===== src/rtl/osc_guard_pkg.sv =====
package osc_guard_pkg;
  localparam int DATA_W  = 32;
  localparam int FLD_W   = 12;
  localparam int RNG_NUM = 4;
  localparam int RNG_W   = $clog2(RNG_NUM);

  // field placement inside the control word
  localparam int EN_LSB  = 12;
  localparam int RNG_LSB = 0;

  // status bit placement
  localparam int ST_RNG_LSB = 0;
  localparam int ST_EN_BIT  = 12;
  localparam int ST_ERR_BIT = 24;
  localparam int ST_STB_BIT = 31;

  localparam logic [FLD_W-1:0]  EN_ON     = 12'hfab;
  localparam logic [FLD_W-1:0]  EN_OFF    = 12'hd1e;
  localparam logic [FLD_W-1:0]  RNG_BASE  = 12'haa0;
  localparam logic [DATA_W-1:0] DRM_PAUSE = 32'h636f6d61;
  localparam logic [DATA_W-1:0] DRM_WAKE  = 32'h77616b65;

  localparam int OFF_CTRL = 'h0;
  localparam int OFF_STAT = 'h4;
  localparam int OFF_DRM  = 'h8;

  typedef enum logic [1:0] {
    SEL_NONE,
    SEL_CTRL,
    SEL_STAT,
    SEL_DRM
  } reg_sel_e;

  typedef struct packed {
    logic             en_ok;
    logic             en_val;
    logic             rng_ok;
    logic [RNG_W-1:0] rng_val;
    logic             drm_ok;
    logic             drm_val;
  } code_dec_t;
endpackage


===== src/rtl/osc_code_decode.sv =====
module osc_code_decode
  import osc_guard_pkg::*;
(
  input  logic [DATA_W-1:0] wdata_i,
  output code_dec_t         dec_o
);
  logic [FLD_W-1:0]   en_code;
  logic [FLD_W-1:0]   rng_code;
  logic [RNG_NUM-1:0] rng_hit;
  logic [RNG_W-1:0]   rng_idx;

  assign en_code  = wdata_i[EN_LSB +: FLD_W];
  assign rng_code = wdata_i[RNG_LSB +: FLD_W];

  // one comparator per legal range code
  for (genvar k = 0; k < RNG_NUM; k++) begin : g_rng
    assign rng_hit[k] = (rng_code == RNG_BASE + FLD_W'(k));
  end

  always_comb begin
    rng_idx = '0;
    for (int k = 0; k < RNG_NUM; k++) begin
      if (rng_hit[k]) rng_idx = RNG_W'(k);
    end
  end

  always_comb begin
    dec_o.en_ok   = (en_code == EN_ON) || (en_code == EN_OFF);
    dec_o.en_val  = (en_code == EN_ON);
    dec_o.rng_ok  = |rng_hit;
    dec_o.rng_val = rng_idx;
    dec_o.drm_ok  = (wdata_i == DRM_PAUSE) || (wdata_i == DRM_WAKE);
    dec_o.drm_val = (wdata_i == DRM_PAUSE);
  end

  always_comb begin
    a_r3_range_unique: assert ($onehot0(rng_hit))
      else $error("a_r3_range_unique: more than one range code matched");
  end
endmodule


===== src/rtl/osc_guard_field.sv =====
module osc_guard_field #(
  parameter int           W   = 1,
  parameter logic [W-1:0] RST = '0
) (
  input  logic         clk_i,
  input  logic         rst_ni,
  input  logic         upd_i,
  input  logic [W-1:0] d_i,
  output logic [W-1:0] q_o
);
  logic [W-1:0] q_q;

  always_ff @(posedge clk_i or negedge rst_ni) begin
    if (!rst_ni)    q_q <= RST;
    else if (upd_i) q_q <= d_i;
  end

  assign q_o = q_q;

  a_r4_hold_no_update: assert property (@(posedge clk_i) disable iff (!rst_ni)
    !upd_i |=> $stable(q_o))
    else $error("a_r4_hold_no_update: field moved without a legal write");

  a_r2_load_on_update: assert property (@(posedge clk_i) disable iff (!rst_ni)
    upd_i |=> (q_o == $past(d_i)))
    else $error("a_r2_load_on_update: field did not take the decoded value");
endmodule


===== src/rtl/osc_err_flag.sv =====
module osc_err_flag (
  input  logic clk_i,
  input  logic rst_ni,
  input  logic set_i,
  input  logic clr_i,
  output logic err_o
);
  logic err_q;

  // a set wins over a clear in the same cycle
  always_ff @(posedge clk_i or negedge rst_ni) begin
    if (!rst_ni)     err_q <= 1'b0;
    else if (set_i)  err_q <= 1'b1;
    else if (clr_i)  err_q <= 1'b0;
  end

  assign err_o = err_q;

  a_r4_err_sets: assert property (@(posedge clk_i) disable iff (!rst_ni)
    set_i |=> err_o)
    else $error("a_r4_err_sets: flag not raised by a bad code");

  a_r8_err_clears: assert property (@(posedge clk_i) disable iff (!rst_ni)
    (clr_i && !set_i) |=> !err_o)
    else $error("a_r8_err_clears: flag not cleared by write-one");

  a_r8_err_holds: assert property (@(posedge clk_i) disable iff (!rst_ni)
    (!clr_i && !set_i) |=> $stable(err_o))
    else $error("a_r8_err_holds: flag changed with no cause");
endmodule


===== src/rtl/osc_guard_regs.sv =====
module osc_guard_regs
  import osc_guard_pkg::*;
#(
  parameter int ADDR_W = 8
) (
  input  logic              clk_i,
  input  logic              rst_ni,
  input  logic              psel_i,
  input  logic              penable_i,
  input  logic              pwrite_i,
  input  logic [ADDR_W-1:0] paddr_i,
  input  logic [DATA_W-1:0] pwdata_i,
  output logic [DATA_W-1:0] prdata_o,
  output logic              pready_o,
  output logic              pslverr_o,
  input  logic              osc_enabled_i,
  input  logic              osc_stable_i,
  output logic              osc_en_o,
  output logic [RNG_W-1:0]  osc_range_o,
  output logic              osc_dormant_o
);
  reg_sel_e  sel;
  code_dec_t dec;
  logic      wr_acc;
  logic      ctrl_wr, stat_wr, drm_wr;
  logic      en_upd, rng_upd;
  logic      err_set, err_clr, err_flag;

  always_comb begin
    if      (paddr_i == ADDR_W'(OFF_CTRL)) sel = SEL_CTRL;
    else if (paddr_i == ADDR_W'(OFF_STAT)) sel = SEL_STAT;
    else if (paddr_i == ADDR_W'(OFF_DRM))  sel = SEL_DRM;
    else                                   sel = SEL_NONE;
  end

  assign wr_acc  = psel_i && penable_i && pwrite_i;
  assign ctrl_wr = wr_acc && (sel == SEL_CTRL);
  assign stat_wr = wr_acc && (sel == SEL_STAT);
  assign drm_wr  = wr_acc && (sel == SEL_DRM);

  osc_code_decode u_dec (
    .wdata_i (pwdata_i),
    .dec_o   (dec)
  );

  assign en_upd  = ctrl_wr && dec.en_ok;
  assign rng_upd = ctrl_wr && dec.rng_ok;

  osc_guard_field #(.W(1), .RST(1'b0)) u_en (
    .clk_i  (clk_i),
    .rst_ni (rst_ni),
    .upd_i  (en_upd),
    .d_i    (dec.en_val),
    .q_o    (osc_en_o)
  );

  osc_guard_field #(.W(RNG_W), .RST('0)) u_rng (
    .clk_i  (clk_i),
    .rst_ni (rst_ni),
    .upd_i  (rng_upd),
    .d_i    (dec.rng_val),
    .q_o    (osc_range_o)
  );

  // any dormant write loads: an unknown value decodes to wake
  osc_guard_field #(.W(1), .RST(1'b0)) u_drm (
    .clk_i  (clk_i),
    .rst_ni (rst_ni),
    .upd_i  (drm_wr),
    .d_i    (dec.drm_val),
    .q_o    (osc_dormant_o)
  );

  assign err_set = (ctrl_wr && !(dec.en_ok && dec.rng_ok)) ||
                   (drm_wr && !dec.drm_ok);
  assign err_clr = stat_wr && pwdata_i[ST_ERR_BIT];

  osc_err_flag u_err (
    .clk_i  (clk_i),
    .rst_ni (rst_ni),
    .set_i  (err_set),
    .clr_i  (err_clr),
    .err_o  (err_flag)
  );

  always_comb begin
    prdata_o = '0;
    unique case (sel)
      SEL_CTRL: begin
        prdata_o[EN_LSB +: FLD_W]  = osc_en_o ? EN_ON : EN_OFF;
        prdata_o[RNG_LSB +: FLD_W] = RNG_BASE + FLD_W'(osc_range_o);
      end
      SEL_STAT: begin
        prdata_o[ST_RNG_LSB +: RNG_W] = osc_range_o;
        prdata_o[ST_EN_BIT]           = osc_enabled_i;
        prdata_o[ST_ERR_BIT]          = err_flag;
        prdata_o[ST_STB_BIT]          = osc_stable_i;
      end
      SEL_DRM:  prdata_o = osc_dormant_o ? DRM_PAUSE : DRM_WAKE;
      default:  prdata_o = '0;
    endcase
  end

  assign pready_o  = 1'b1;
  assign pslverr_o = 1'b0;

  a_r10_no_stall: assert property (@(posedge clk_i) disable iff (!rst_ni)
    psel_i |-> (pready_o && !pslverr_o))
    else $error("a_r10_no_stall: wait or error response seen");

  a_r6_wake_fallback: assert property (@(posedge clk_i) disable iff (!rst_ni)
    (drm_wr && (pwdata_i != DRM_PAUSE)) |=> !osc_dormant_o)
    else $error("a_r6_wake_fallback: dormant held after non-pause write");

  a_r2_enable_on: assert property (@(posedge clk_i) disable iff (!rst_ni)
    (ctrl_wr && (pwdata_i[EN_LSB +: FLD_W] == EN_ON)) |=> osc_en_o)
    else $error("a_r2_enable_on: enable code did not take effect");

  a_r10_stray_write: assert property (@(posedge clk_i) disable iff (!rst_ni)
    (wr_acc && (sel == SEL_NONE)) |=>
      ($stable(osc_en_o) && $stable(osc_range_o) && $stable(osc_dormant_o)))
    else $error("a_r10_stray_write: undefined offset changed a setting");
endmodule


===== config.mk =====
export PLATFORM = sky130hd
export DESIGN_NAME = osc_guard_regs
export DESIGN_NICKNAME = d
export VERILOG_FILES = /design/src/rtl/osc_guard_pkg.sv /design/src/rtl/osc_code_decode.sv /design/src/rtl/osc_guard_field.sv /design/src/rtl/osc_err_flag.sv /design/src/rtl/osc_guard_regs.sv
export SDC_FILE = /design/constraint.sdc
export NUM_CORES = 1
export LEC_CHECK = 0
export BUFFER_PORTS_ARGS = -buffer_cell sky130_fd_sc_hd__buf_2
export CAP_MARGIN = 20
export CORE_MARGIN = 2
export CORE_UTILIZATION = 36
export DETAILED_ROUTE_END_ITERATION = 12
export PLACE_DENSITY = 0.85
export SYNTH_ARGS = -nofsm -noshare
export SYNTH_HDL_FRONTEND = slang
export SYNTH_HIERARCHICAL = 1
export SYNTH_SLANG_ARGS = --single-unit

===== constraint.sdc =====
create_clock -name clk_i -period 2.38 [get_ports clk_i]
set_clock_uncertainty 0.2 [all_clocks]
set_input_delay 0.119 -clock clk_i [delete_from_list [all_inputs] [get_ports clk_i]]
set_output_delay 0.119 -clock clk_i [all_outputs]
set_load 0.05 [all_outputs]

### Yosys cells after proc, flatten, opt, wreduce, memory -nomap -nowiden

Index checks and enable logic that the tools add are counted.

| cells by class | value |
|---|---|
| $add $sub $neg | 1 |
| equal/unequal tests | 13 |
| mux-type cells | 17 |
| reduce and logical (&&, ||, !) cells | 19 |

Operators by type and width:

| cell | count |
|---|---|
| == test 12 bit (second input constant) | 6 |
| == test 32 x 31 -> 1 bit (second input constant) | 2 |
| two-way mux 29 bit | 1 |
| case mux 11 bit (2 select lines) | 1 |
| case mux 10 bit (2 select lines) | 1 |
| adder 12 x 2 -> 12 bit (first input constant) | 1 |
| logical AND 1 bit | 11 |
| two-way mux 10 bit | 1 |
| two-way mux 2 bit | 5 |
| == test 8 x 3 -> 1 bit (second input constant) | 1 |
| == test 8 x 4 -> 1 bit (second input constant) | 1 |
| logical NOT 8 bit | 1 |
| two-way mux 6 bit | 1 |
| case mux 2 bit (3 select lines) | 1 |
| == test 2 bit (second input constant) | 2 |
| case mux 1 bit (2 select lines) | 2 |
| OR reduction 4 bit | 1 |
| logical OR 1 bit | 3 |
| two-way mux 1 bit | 3 |
| case mux 1 bit (3 select lines) | 1 |
| == test 2 x 1 -> 1 bit (second input constant) | 1 |
| logical NOT 1 bit | 2 |
| nonzero test 2 bit | 1 |

| word-level totals | value |
|---|---|
| register bits after elaboration | 5 |
| bits of input ports | 47 |
| output and inout bits | 38 |

### Longest topological paths before layout

| depth | value |
|---|---|
| word-level depth | 9 |
| mapped depth | 9 |

### Cells and area by module

The synthesis kept the hierarchy.

By module, submodules not included:

| module | instances | cells each | area an instance (µm²) | seq. area each (µm²) |
|---|---|---|---|---|
| osc_guard_regs | 1 | 64 | 446.7 | 0.0 |
| osc_code_decode | 1 | 29 | 226.5 | 0.0 |
| osc_guard_field at u_drm ... | 2 | 2 | 40.0 | 25.0 |
| osc_guard_field at u_rng | 1 | 4 | 72.6 | 50.0 |
| osc_err_flag | 1 | 3 | 36.3 | 25.0 |

### Worst setup path before layout

No wires, ideal clock.

| timing | value |
|---|---|
| kind | input-to-output |
| start | input paddr_i[1] |
| end | output prdata_o[28] |
| arrival time | 3112 ps |
| required time | 2061 ps |
| setup slack | -1051 ps |
| stages on the path | 8 |
| path buffers | 2 |
| path through | or4_4 -> or4_4 -> buf_6 -> inv_1 -> ha_1 -> nand2b_1 -> inv_1 -> buf_4 |

| on the way | value |
|---|---|
| cells in the longest elaborated chain, start to end | 6 |
| elaborated cells between the ends (all ways) | 8 |
| classes of those cells | eq/ne: 3; mux: 4; reduce/logical: 1 |

Ends and longest elaborated chain:

| item | RTL line | text |
|---|---|---|
| from (decl) | osc_guard_regs.sv:11 | `input logic [ADDR_W-1:0] paddr_i,` |
| == test 8 x 4 -> 1 bit | osc_guard_regs.sv:32 | `else if (paddr_i == ADDR_W'(OFF_DRM)) sel = SEL_DRM;` |
| two-way mux 2 bit | osc_guard_regs.sv:32 |  |
| two-way mux 2 bit | osc_guard_regs.sv:31 | `else if (paddr_i == ADDR_W'(OFF_STAT)) sel = SEL_STAT;` |
| two-way mux 2 bit * | osc_guard_regs.sv:30 | `if (paddr_i == ADDR_W'(OFF_CTRL)) sel = SEL_CTRL;` |
| == test 2 bit * | osc_guard_regs.sv:88 | `unique case (sel)` |
| two-way mux 6 bit * | osc_guard_regs.sv:88 |  |
| to (decl) | osc_guard_regs.sv:13 | `output logic [DATA_W-1:0] prdata_o,` |

Every way passes the cells marked *; elsewhere a longest branch is shown, timed or not.

### Final worst setup path

| timing | value |
|---|---|
| start | input paddr_i[1] |
| end | output prdata_o[12] |

| on the way | value |
|---|---|
| cells in the longest elaborated chain, start to end | 6 |
| elaborated cells between the ends (all ways) | 10 |
| classes of those cells | eq/ne: 5; mux: 4; reduce/logical: 1 |

Ends and longest elaborated chain:

| item | RTL line |
|---|---|
| == test 8 x 4 -> 1 bit | osc_guard_regs.sv:32 |
| two-way mux 2 bit | osc_guard_regs.sv:32 |
| two-way mux 2 bit | osc_guard_regs.sv:31 |
| two-way mux 2 bit * | osc_guard_regs.sv:30 |
| == test 2 bit or == test 2 x 1 -> 1 bit (tied branches) | osc_guard_regs.sv:88 |
| case mux 1 bit (3 select lines) * | osc_guard_regs.sv:88 |

Marked as above.

==> impl_metrics.ini <==
[clocking]
numClockSinks = 5
clkSlewWorstSetupHoldPaths_ns = 0.04
cts_tree = built
clk_latency_ns = 0.23
cts_buffers = 3
clock-root-buffer = clkbuf_4
cts_buffer_depth = 2
cts_setup_buffers = 0
htree_levels = 1

[placed_design]
dpl.hpwl_um = 2216
post-place-ws_ns = -0.1310
gp_congestion = 0.7752
io_buffer_count = 79

[finish]
layout-drive-gt1-share_pct = 67.43
fill_cells = 207
insertedDiodeCount = 0
fin_nets = 227
area_growth_pct = 58.64

[global_routing]
grtUsageTotal_pct = 19.16
grt_first_pass_wirelength_um = 4043
antenna_found_initial = 0
first_global_vias = 988
grt.overflow.total = 0
grt_max_degree = 7

[run_status]
outcome = finished clean

[job]
cap_violations = 0

[die]
io_pins = 85
die_h_um = 52.94
num_rows = 17
start_util_pct = 38.60
core_region_area_um2 = 2233
design.die.area_um2 = 2802
die_w_um = 52.94

[timing]
hold_violations = 0
fin_crit_sh_pct = 99.28
rsz0062_at_grt = true
holdWs_ns = 0.03579
setup_slack_ns = 0.01713
fmax_mhz = 423.2
maxSlewViolCount = 0
final.min_clock_period_ns = 2.363
finalSetupViolCount = 0

[worst_setup_path]
cp_common_cell = or4_4
crit_type = in2out
slowest_delay_ns = 0.54
crit_chain = buf_2 -> or4_4 -> or4_4 -> ha_4 -> and3_1 -> a31o_2 -> buf_6
crit_slowest_cell = or4_4
critPathBufInv = 2
critPathLaunchType = input port
critical_path.max_fanout = 4
required_ns = 2.06
crit_path_end_kind = primary output
crit_arrival_ns = 2.04
critical_path.top_delay_family = simple AND/OR/NAND/NOR gates

[synthesis]
synth-edff-count = 0
yosysWarnings = 6
synthCells = 104
ys_seq_area_share_pct = 14.51
ys_ff_latch = 5
synthTopCellsByCount = buf_4 (19), nand2_1 (8), nor2_1 (6)
synth_most_common_cell = buf_4
yosysTopAreaCell = buf_4
synthTopCellsByArea = buf_4 (17%), dfrtp_1 (15%), ha_1 (5.8%)
synth_top_area_share_pct = 16.55
ys_async_sr_fraction_pct = 100.0
ys.flop_type = dfrtp_1
yosys.cell_types.count = 36
syn_avg_cell_area_um2 = 8.289
synth_area_um2 = 862.1

[route]
drt-total-wl_um = 2421
ant_nets = 0
wire_per_inst_um = 11.93
dr.pass1.iters = 3
post_drt_via_cell_ratio = 4.946
drt_iter0_markers = 6
via_count = 1004
drc_errors = 0

[worst_hold_path]
min_path_type = in2async

[power]
p_per_area_nw_per_um2 = 198.3
total_power_mw = 0.2712
ir_drop_mv = 0.1385
p_leak_nw = 0.7181
==> layer usage <==
layer | vias to the layer above | part of all wire [%] | track usage, % | wire, um
met5 | - | 0 | 0 | 0
met4 | 0 | 0 | 5.128 | 0
met3 | 0 | 8.5 | 0.8475 | 206
met2 | 61 | 55 | 38.54 | 1325
met1 | 448 | 37 | 21.34 | 889
li1 | 495 | - | - | -
==> path summary, 6_finish.rpt <==
path | startpoint | endpoint | slack, ns | depth (start not counted)
worst max-delay path | paddr_i[1] | prdata_o[12] | 0.02 | 7
worst min-delay path | rst_ni | u_en/q_o | 0.04 | 2
worst max register to register | u_drm/q_o | u_drm/q_o | 1.35 | 1
max in group asynchronous | rst_ni | u_rng/q_o[1] | 1.82 | 2
min in group clk_i | pwdata_i[1] | u_rng/q_o[1] | 0.05 | 3
worst min register to register | u_err/err_o | u_err/err_o | 0.28 | 1
==> sequential cells by signal, indices dropped and copies added (netlist names) <==
signal	cells
u_drm/q_o	1
u_err/err_o	1
u_en/q_o	1
u_rng/q_o	2
==> stage by stage <==
stage	std cells	utilization [%]	cell area (um^2)	setup TNS [ns]
after floorplan	107	-	987.2	-2.326
after global placement	198	56.86	1270	-0.4267
after detailed placement	198	56.86	1270	-1.175
after CTS	203	59.89	1338	0
after global routing	203	61.23	1368	-0.05735
final	203	61.23	1368	0
==> placed cells by master, fill, tap and decap left out, drive strengths merged, types with 3 or more instances in the layout <==
cell,Yosys,routed
a21oi,4,4
and2,4,4
and3,6,6
buf,20,79
clkbuf,0,8
conb,2,5
dfrtp,5,5
ha,4,4
inv,5,3
mux2,4,4
nand2,8,8
nand3,3,3
nor2,9,9
or4,6,6
or4b,3,3
==> power breakdown <==
part | leakage (nW) | switching (mW) | internal, mW
registers | 0.0698 | 0.000243 | 0.0858
clock network | 0.0150 | 0.0318 | 0.0632
logic | 0.633 | 0.0498 | 0.0404
total | 0.718 | 0.0818 | 0.189
==> cell type report <==
type | count | area, um^2 | share of cell area, %
flip-flops and latches | 5 | 125.1 | 9.149
well taps | 28 | 35.03 | 2.562
multi-input cells | 77 | 676.9 | 49.50
repair buffers | 84 | 475.5 | 34.77
clock buffers | 4 | 26.28 | 1.921
inverters | 5 | 28.78 | 2.104
==> kinds of logic (layout without fill, tap and decap cells) <==
family	after synthesis	after routing	synth area share, %
xor+xnor	1	1	1.016
flops	5	5	14.51
compound gates	9	9	8.853
other cells	2	5	0.8712
mux	4	4	6.096
fa+ha+maj	4	4	5.806
buf+inv	25	93	20.03
simple gates	54	54	42.82
==> what timing repair did <==
item,in CTS,in global routing
hold buffers,1,0
endpoints found under the setup margin,16,15
resized for setup,9,10
endpoints found under the hold margin,5,0
Power figures use the tool's default switching activity.
